[src/rtl/irq_pkg.sv]
package irq_pkg;
  localparam int unsigned IRQ_SRC_N   = 5;
  localparam int unsigned IRQ_ADDR_W  = 16;
  localparam int unsigned IRQ_DATA_W  = 8;

  typedef enum logic [2:0] {
    SRC_VBLANK = 3'd0,
    SRC_DISP   = 3'd1,
    SRC_TIMER  = 3'd2,
    SRC_SERIAL = 3'd3,
    SRC_KEYPAD = 3'd4
  } irq_src_e;
endpackage

[src/rtl/irq_flag_reg.sv]
module irq_flag_reg #(
  parameter int unsigned N = 5
) (
  input  logic         clk,
  input  logic         rst_n,
  input  logic         wr_en,
  input  logic [N-1:0] wr_val,
  input  logic         clr_en,
  input  logic [N-1:0] clr_mask,
  input  logic [N-1:0] set_req,
  output logic [N-1:0] flags
);
  logic [N-1:0] flags_q, flags_d;
  logic         upd_en;

  always_comb begin
    flags_d = flags_q;
    if (wr_en)  flags_d = wr_val;
    if (clr_en) flags_d = flags_d & ~clr_mask;
    flags_d = flags_d | set_req;
  end

  assign upd_en = wr_en | clr_en | (|set_req);

  always_ff @(posedge clk or negedge rst_n) begin
    if (!rst_n)      flags_q <= '0;
    else if (upd_en) flags_q <= flags_d;
  end

  assign flags = flags_q;


  req_wins_chk: assert property (@(posedge clk) disable iff (!rst_n)
    (|set_req) |=> ((flags_q & $past(set_req)) == $past(set_req)));


  idle_hold_chk: assert property (@(posedge clk) disable iff (!rst_n)
    (!wr_en && !clr_en && set_req == '0) |=> $stable(flags_q));
endmodule

[src/rtl/irq_mask_reg.sv]
module irq_mask_reg #(
  parameter int unsigned N = 5
) (
  input  logic         clk,
  input  logic         rst_n,
  input  logic         wr_en,
  input  logic [N-1:0] wr_val,
  output logic [N-1:0] mask
);
  logic [N-1:0] mask_q, mask_d;

  always_comb mask_d = wr_val;

  always_ff @(posedge clk or negedge rst_n) begin
    if (!rst_n)     mask_q <= '0;
    else if (wr_en) mask_q <= mask_d;
  end

  assign mask = mask_q;


  mask_hold_chk: assert property (@(posedge clk) disable iff (!rst_n)
    !wr_en |=> $stable(mask_q));
endmodule

[src/rtl/irq_master_en.sv]
module irq_master_en (
  input  logic clk,
  input  logic rst_n,
  input  logic set_i,
  input  logic clr_i,
  input  logic take_i,
  output logic armed
);
  logic arm_q, arm_d, arm_ce;

  assign arm_ce = set_i | clr_i | take_i;

  always_comb begin
    arm_d = arm_q;
    if (set_i)          arm_d = 1'b1;
    if (clr_i | take_i) arm_d = 1'b0;
  end

  always_ff @(posedge clk or negedge rst_n) begin
    if (!rst_n)      arm_q <= 1'b0;
    else if (arm_ce) arm_q <= arm_d;
  end

  assign armed = arm_q;


  disarm_wins_chk: assert property (@(posedge clk) disable iff (!rst_n)
    (clr_i || take_i) |=> !arm_q);
endmodule

[src/rtl/irq_prio_sel.sv]
module irq_prio_sel #(
  parameter int unsigned N        = 5,
  parameter int unsigned ADDR_W   = 16,
  parameter logic [15:0] VEC_BASE = 16'h0040,
  parameter int unsigned VEC_STEP = 8
) (
  input  logic              clk,
  input  logic              rst_n,
  input  logic [N-1:0]      active,
  output logic              any,
  output logic [N-1:0]      grant,
  output logic [ADDR_W-1:0] vector
);
  localparam logic [ADDR_W-1:0] VEC_TOP = ADDR_W'(VEC_BASE) + ADDR_W'((N-1)*VEC_STEP);

  genvar gi;
  generate
    for (gi = 0; gi < N; gi++) begin : g_grant
      if (gi == 0) begin : g_first
        assign grant[gi] = active[gi];
      end else begin : g_rest
        assign grant[gi] = active[gi] & ~(|active[gi-1:0]);
      end
    end
  endgenerate

  assign any = |active;

  always_comb begin
    vector = '0;
    for (int i = 0; i < N; i++) begin
      if (grant[i]) vector = vector | (ADDR_W'(VEC_BASE) + ADDR_W'(i * VEC_STEP));
    end
  end


  vec_range_chk: assert property (@(posedge clk) disable iff (!rst_n)
    any |-> (vector >= ADDR_W'(VEC_BASE) && vector <= VEC_TOP));
endmodule

[src/rtl/irq_arbiter.sv]
module irq_arbiter
  import irq_pkg::*;
#(
  parameter int unsigned N         = IRQ_SRC_N,
  parameter int unsigned ADDR_W    = IRQ_ADDR_W,
  parameter int unsigned DATA_W    = IRQ_DATA_W,
  parameter logic [15:0] FLAG_ADDR = 16'hFF0F,
  parameter logic [15:0] MASK_ADDR = 16'hFFFF,
  parameter logic [15:0] VEC_BASE  = 16'h0040,
  parameter int unsigned VEC_STEP  = 8
) (
  input  logic              clk,
  input  logic              rst_n,
  input  logic [N-1:0]      src_req,
  input  logic [ADDR_W-1:0] bus_addr,
  input  logic              bus_wr,
  input  logic [DATA_W-1:0] bus_wdata,
  output logic [DATA_W-1:0] bus_rdata,
  input  logic              arm_set,
  input  logic              arm_clr,
  input  logic              irq_ack,
  output logic              irq_pending,
  output logic [ADDR_W-1:0] irq_vector
);
  localparam int unsigned PAD_W = DATA_W - N;

  logic [1:0]   rst_sync_q;
  logic         rst_int_n;
  logic [N-1:0] flags, mask, active, grant;
  logic         armed, any, take;
  logic         hit_flag, hit_mask;

  always_ff @(posedge clk or negedge rst_n) begin
    if (!rst_n) rst_sync_q <= 2'b00;
    else        rst_sync_q <= {rst_sync_q[0], 1'b1};
  end
  assign rst_int_n = rst_sync_q[1];

  assign hit_flag = (bus_addr == ADDR_W'(FLAG_ADDR));
  assign hit_mask = (bus_addr == ADDR_W'(MASK_ADDR));
  assign take     = irq_ack & irq_pending;

  irq_flag_reg #(.N(N)) u_flag (
    .clk(clk), .rst_n(rst_int_n),
    .wr_en(bus_wr & hit_flag), .wr_val(bus_wdata[N-1:0]),
    .clr_en(take), .clr_mask(grant),
    .set_req(src_req), .flags(flags)
  );

  irq_mask_reg #(.N(N)) u_mask (
    .clk(clk), .rst_n(rst_int_n),
    .wr_en(bus_wr & hit_mask), .wr_val(bus_wdata[N-1:0]),
    .mask(mask)
  );

  irq_master_en u_arm (
    .clk(clk), .rst_n(rst_int_n),
    .set_i(arm_set), .clr_i(arm_clr), .take_i(take),
    .armed(armed)
  );

  assign active = flags & mask;

  irq_prio_sel #(.N(N), .ADDR_W(ADDR_W), .VEC_BASE(VEC_BASE), .VEC_STEP(VEC_STEP)) u_sel (
    .clk(clk), .rst_n(rst_int_n),
    .active(active), .any(any), .grant(grant), .vector(irq_vector)
  );

  assign irq_pending = armed & any;

  always_comb begin
    bus_rdata = '0;
    if (hit_flag)      bus_rdata = {{PAD_W{1'b1}}, flags};
    else if (hit_mask) bus_rdata = {{PAD_W{1'b0}}, mask};
  end


  ack_drop_chk: assert property (@(posedge clk) disable iff (!rst_int_n)
    (irq_ack && irq_pending) |=> !irq_pending);


  clr_drop_chk: assert property (@(posedge clk) disable iff (!rst_int_n)
    arm_clr |=> !irq_pending);
endmodule

[config.mk]
export PLATFORM = sky130hd
export DESIGN_NAME = irq_arbiter
export DESIGN_NICKNAME = d
export VERILOG_FILES = /design/src/rtl/irq_pkg.sv /design/src/rtl/irq_flag_reg.sv /design/src/rtl/irq_mask_reg.sv /design/src/rtl/irq_master_en.sv /design/src/rtl/irq_prio_sel.sv /design/src/rtl/irq_arbiter.sv
export SDC_FILE = /design/constraint.sdc
export NUM_CORES = 1
export LEC_CHECK = 0
export BUFFER_PORTS_ARGS = -buffer_cell sky130_fd_sc_hd__buf_2
export CORE_MARGIN = 1
export CORE_UTILIZATION = 44
export DETAILED_ROUTE_END_ITERATION = 10
export MAX_ROUTING_LAYER = met4
export PLACE_DENSITY = 0.84
export SLEW_MARGIN = 10
export SYNTH_ARGS = -nofsm -noshare
export SYNTH_HDL_FRONTEND = slang
export SYNTH_HIERARCHICAL = 1
export SYNTH_SLANG_ARGS = --single-unit
[constraint.sdc]
create_clock -name clk -period 2.3 [get_ports clk]
set_clock_uncertainty 0.2 [all_clocks]
set_input_delay 0.345 -clock clk [delete_from_list [all_inputs] [get_ports clk]]
set_output_delay 0.345 -clock clk [all_outputs]
set_load 0.02 [all_outputs]
### Word level (Yosys, flattened, before mapping)

Cells that the tools add are included.

* register bits after elaboration: 13
* output and inout port bits: 25

* equality and inequality tests: 2
* muxes and demuxes: 11
* bitwise gates (word level): 21
* reductions and logical operators: 7

Operators with widths (number)
* two-way mux 7 bit: 5
* == test 16 bit (second input constant): 2
* two-way mux 5 bit: 3
* AND 5 bit: 2
* OR reduction 5 bit: 2
* AND 1 bit: 8
* two-way mux 8 bit: 1
* NOT 5 bit: 1
* bitwise OR 1 bit: 5
* bitwise OR 5 bit: 1
* NOT 1 bit: 4
* OR reduction 4 bit: 1
* OR reduction 3 bit: 1
* two-way mux 1 bit: 2
* AND reduction 2 bit: 1
* nonzero test 2 bit: 1
* OR reduction 2 bit: 1

### Logic depth before layout (Yosys ltp)

* depth in word-level cells: 8
* depth in mapped cells: 6

### Cells and area by module

Netlist, hierarchy kept.

Modules (own cells, without submodules)
* irq_arbiter: instances 1, cells each 37, area an instance 269.0 sq um, seq. area each 50.0 sq um
* irq_flag_reg: instances 1, cells each 20, area an instance 237.7 sq um, seq. area each 125.1 sq um
* irq_mask_reg: instances 1, cells each 10, area an instance 181.4 sq um, seq. area each 125.1 sq um
* irq_prio_sel: instances 1, cells each 27, area an instance 177.7 sq um, seq. area each 0.0 sq um
* irq_master_en: instances 1, cells each 3, area an instance 38.8 sq um, seq. area each 25.0 sq um

### Worst setup path before layout

No wires, ideal clock.

* kind: input-to-reg
* from: input port bus_addr[3]
* to: register u_flag.flags_q[0] (netlist: u_flag/flags[0])
* library setup time: 0.118 ns
* arrival time: 1.723 ns
* data required time: 1.982 ns
* path slack: 0.259 ns
* cell stages on the path: 6
* path through: nand4_1 -> or3_1 -> buf_6 -> nor2_1 -> mux2_2 -> a21o_1

* longest elaborated chain between the ends: 6
* elaborated cells between the ends (all ways): 8
* classes of those cells: eq/ne (1); mux (2); bitwise (5)

RTL lines
* from (decl): line irq_arbiter.sv:15 `input logic [ADDR_W-1:0] bus_addr,`
* == test 16 bit *: line irq_arbiter.sv:39 `assign hit_flag = (bus_addr == ADDR_W'(FLAG_ADDR));`
* AND 1 bit *: line irq_arbiter.sv:45 `.wr_en(bus_wr & hit_flag), .wr_val(bus_wdata[N-1:0]),`
* two-way mux 5 bit: line irq_flag_reg.sv:18 `if (wr_en) flags_d = wr_val;`
* AND 5 bit: line irq_flag_reg.sv:19 `if (clr_en) flags_d = flags_d & ~clr_mask;`
* two-way mux 5 bit: line irq_flag_reg.sv:19
* bitwise OR 5 bit: line irq_flag_reg.sv:20 `flags_d = flags_d | set_req;`
* to (signal assigned): line irq_flag_reg.sv:27 `else if (upd_en) flags_q <= flags_d;`
* to (decl): line irq_flag_reg.sv:13 `logic [N-1:0] flags_q, flags_d;`

Every way passes the cells marked *; elsewhere a longest branch is shown, timed or not.
A chain may end at the register's enable or synchronous reset.

### Worst setup path in the final report

* from: register u_flag.flags_q[0] (netlist: u_flag/flags[0])
* to: output port irq_pending

* longest elaborated chain between the ends: 3

RTL lines
* AND 5 bit: line irq_arbiter.sv:62 `assign active = flags & mask;`
* named net active[0]: line irq_arbiter.sv:29 `logic [N-1:0] flags, mask, active, grant;`
* OR reduction 5 bit: line irq_prio_sel.sv:27 `assign any = |active;`
* named net any: line irq_arbiter.sv:30 `logic armed, any, take;`
* AND 1 bit: line irq_arbiter.sv:69 `assign irq_pending = armed & any;`
* to (decl): line irq_arbiter.sv:22 `output logic irq_pending,`

The timed path passes the listed nets, and every way through them passes these cells.

==> tab_implementation.tex <==
\begin{tabular}{lr}
\hline
Metric & Value \\
\hline
\multicolumn{2}{l}{\textbf{Run status}} \\
\quad Outcome & finished, final reports clean \\
\multicolumn{2}{l}{\textbf{Critical path}} \\
\quad Data required time at the worst endpoint & 1.75 ns \\
\quad Critical-path cell list & and2\_1, nor2\_2, nand3b\_1, and2\_1, buf\_2 \\
\quad Arrival time reported for the critical path endpoint & 1.42 ns \\
\quad Crit path max fanout & 6 \\
\quad Start point of the critical path & u\_flag/flags[0]\$\_DFFE\_PN0P\_ \\
\quad Delay of the slowest cell on the worst path & about 0.40 ns \\
\quad R2r worst-path depth & 6 \\
\quad Dominant cell type by count on the critical path & and2\_1 \\
\quad R2R Path Start & u\_flag/flags[0]\$\_DFFE\_PN0P\_ \\
\quad Slowest stage cell, crit path & dfrtp\_1 \\
\quad CP Launch Type & flip-flop \\
\quad Critical path class & flip-flop to output port \\
\quad Crit path capture type & output port \\
\multicolumn{2}{l}{\textbf{Logic synthesis}} \\
\quad Async set or reset register ratio after synthesis & 1.00 \\
\quad Library cell with the highest instance count after synthesis & buf\_4 \\
\quad Area of the mapped netlist & approximately 900 um2 \\
\quad Register area share after synthesis & 0.360 \\
\quad Synth area leader & dfrtp\_1 \\
\quad Mapped Avg Cell Area & 9.33 um2 \\
\quad Area share of the leading cell type in the synthesized netlist & 0.360 \\
\quad Cells taking the most area after synthesis & dfrtp\_1 36\%, buf\_4 14\%, mux2\_2 12\%, and2\_1 4.8\%, a21o\_1 4.1\% \\
\quad Post-synthesis cell type count & 23 \\
\quad Most instantiated cells after synthesis & 17 x buf\_4, 13 x dfrtp\_1, 10 x mux2\_2, 10 x nor2\_1 \\
\quad Number of register bits inferred by synthesis & 13 \\
\quad Number of synthesized flops with an enable pin & 0 \\
\quad Primary FF master, synth & dfrtp\_1 \\
\quad Synthesis Warnings & 6 \\
\quad Post-synthesis cell count & 97 \\
\multicolumn{2}{l}{\textbf{Placed design}} \\
\quad Final weighted congestion in routability-driven placement & about 0.87 \\
\quad Placed Instances & 164 \\
\quad Total half-perimeter wirelength after legalization and detailed placement & around 1500 um \\
\quad Number of port buffers & 44 \\
\quad Setup WS pre-CTS & between 0.2 and 0.3 ns \\
\multicolumn{2}{l}{\textbf{Power}} \\
\quad Net Switching & 109 uW \\
\quad Max VDD drop & 0.346 mV \\
\quad Cell internal pwr & 324 uW \\
\quad Switching part of the total & 0.252 \\
\quad Share of power burned in the clock network & 0.319 \\
\quad Relative contribution of combinational cells to total power & 0.145 \\
\quad Static Leak & 0.556 nW \\
\quad Power per standard cell area & 382 nW/um2 \\
\quad Overall power of the completed layout & $\sim$430 uW \\
\quad Share of total power in sequential cells & 0.536 \\
\multicolumn{2}{l}{\textbf{Detailed routing}} \\
\quad Initial DRC count & 5 \\
\quad Wire length per cell & 10.6 um \\
\quad Number of DRC violations after detailed routing & 0 \\
\quad Drt via density & 4.72 \\
\quad Final Routed Wirelength & approximately 1800 um \\
\quad Number of vias in the routed layout & 802 \\
\quad ANT nets after route & 0 \\
\quad Detailed Routing Iterations Pass 1 & 4 \\
\multicolumn{2}{l}{\textbf{Final layout}} \\
\quad Final instance count without filler cells & 170 \\
\quad Final core utilization & 0.584 \\
\quad Layout-stage area growth over the synthesis result & 25.3\% \\
\quad Fraction of final layout cells sized beyond drive strength 1 & 0.455 \\
\quad Final \#Nets & between 150 and 200 \\
\quad Inserted Diodes & 0 \\
\multicolumn{2}{l}{\textbf{Timing}} \\
\quad Fin. Hold Viols & 0 \\
\quad Setup-violating endpoint count in the final report & 0 \\
\quad Fmax achieved & 0.508 GHz \\
\quad Normalized max-slew margin & 0.668 \\
\quad TNS Setup & 0 ns \\
\quad RSZ-0062 raised after global routing & no \\
\quad Final period utilization & 0.856 \\
\quad Tmin final & 1.97 ns \\
\quad Final number of max-transition violations & 0 \\
\quad Final worst setup slack & 0.331 ns \\
\quad Actual slew at the worst max-slew pin & 0.496 ns \\
\multicolumn{2}{l}{\textbf{Clocking}} \\
\quad Clock tree from TritonCTS & done \\
\quad Post-CTS Resized & 0 \\
\quad Total number of clock tree sinks & 13 \\
\quad Setup Buffers After CTS & 0 \\
\quad Maximum root-to-sink buffer count & 2 \\
\quad Clk Latency, worst-skew pair & approximately 0.28 ns \\
\quad Root buffer cell & clkbuf\_4 \\
\quad TritonCTS buffer count & 3 \\
\quad Clock slew at the register clock pins of the worst setup and hold paths & approximately 0.070 ns \\
\quad Number of levels the H-tree was split into & 1 \\
\multicolumn{2}{l}{\textbf{Floorplan}} \\
\quad Starting density of the core & 0.466 \\
\quad Placeable core area & about 1900 um2 \\
\quad Overall die area & 2240 um2 \\
\quad Die boundary width & 47.3 um \\
\quad Number of top-level design ports & 60 \\
\quad Standard-cell rows & 16 \\
\quad Die outline height & 47.3 um \\
\multicolumn{2}{l}{\textbf{Flow run}} \\
\quad Max-cap violations & 0 \\
\multicolumn{2}{l}{\textbf{Global routing}} \\
\quad Global Route Usage Sum & 0.182 \\
\quad Vias in the first global route & 682 \\
\quad Maximum number of pins on one net before global-route repair & 12 \\
\quad First-pass GRT wire length & 2670 um \\
\quad Total overflow reported by the global router & 0 \\
\quad Antenna violations before repair & 0 \\
\multicolumn{2}{l}{\textbf{Worst hold path}} \\
\quad Worst Hold Class & input port to flip-flop \\
\quad Hold Path Origin & arm\_clr \\
\quad Worst Hold Depth & 2 \\
\hline
\end{tabular}
[registers in the layout, summed over array words and instances (netlist names)]
signal	flops
rst_sync_q	2
u_arm/armed	1
u_flag/flags	5
u_mask/mask	5
[metal layers]
| metal | track usage | part of all wire |
|---|---|---|
| met1 | 0.190 | 0.43 |
| met3 | 0.0115 | 0.061 |
| met4 | 0.0857 | 0.012 |
| met5 | - | 0 |
| met2 | 0.340 | 0.49 |
[worst paths after layout]
path | to | slack (ns)
worst max-delay path | irq_pending | 0.33
worst min-delay path | u_arm/armed$_DFFE_PN0P_ | 0.02
worst max register to register | u_flag/flags[0]$_DFFE_PN0P_ | 0.68
worst min register to register | rst_sync_q[1]$_DFF_PN0_ | 0.15
max in group asynchronous | u_mask/mask[1]$_DFFE_PN0P_ | 1.04
min in group asynchronous | rst_sync_q[0]$_DFF_PN0_ | 0.18
[cells in the final DEF (no fill, tap or decap), drive strengths merged]
master / instances
and4: 1
nor3: 3
nand4: 3
dfrtp: 13
or3: 1
inv: 2
buf: 48
nand3b: 2
and2: 7
nor2: 12
clkbuf: 4
conb: 13
and3: 2
a21oi: 1
nand2b: 1
nor4: 1
nand2: 7
mux2: 10
a21o: 5
a22oi: 5
dlygate4sd3: 2
[stage by stage]
stage | hold WS (ns) | area [um2]
finish | 0.0169 | 1130
global route | 0.0179 | 1130
detailed placement | -0.0653 | 1090
global placement | -0.0706 | 1090
CTS | 0.0151 | 1130
floorplan | -0.151 | 946
[area by class of cell]
class / count / area, um2
tap: 27 / 33.8
inverter: 2 / 7.51
fill: 180 / 808
timing repair buffer: 50 / 270
multi-input combinational: 74 / 470
clock buffer: 4 / 26.3
sequential: 13 / 325
[worst max-delay path: cells and delay by family (launching register included)]
kind,cells,cell delay [ns]
flip-flops,1,0.40
AND/OR/NAND/NOR,4,0.60
buffers and inverters,1,0.15
[cell families (layout without fill, tap and decap cells)]
| kind of cell | Yosys count | count (layout) | synth area share |
|---|---|---|---|
| AND/OR/NAND/NOR | 40 | 40 | 0.253 |
| buffers and inverters | 21 | 56 | 0.166 |
| flip-flops | 13 | 13 | 0.360 |
| AO/OA/AOI/OAI | 11 | 11 | 0.0885 |
| multiplexers | 10 | 10 | 0.124 |
| other | 2 | 13 | 0.00830 |
[power groups by stage]
| stage | registers [mW] | clock network (mW) | logic, mW |
|---|---|---|---|
| 2_1_floorplan | 0.239 | 0 | 0.0404 |
| 3_3_place_gp | 0.240 | 0 | 0.0553 |
| 3_5_place_dp | 0.241 | 0 | 0.0570 |
| 4_1_cts | 0.232 | 0.142 | 0.0635 |
| 5_1_grt | 0.233 | 0.155 | 0.0706 |
| 6_report | 0.232 | 0.138 | 0.0628 |
[repair_timing]
action / 4_1_cts / 5_1_grt
hold buffers: 2 / 0
hold endpoints to repair: 13 / 0
setup endpoints to repair: 0 / 0
Note: power is estimated with default switching activity, not from simulation.
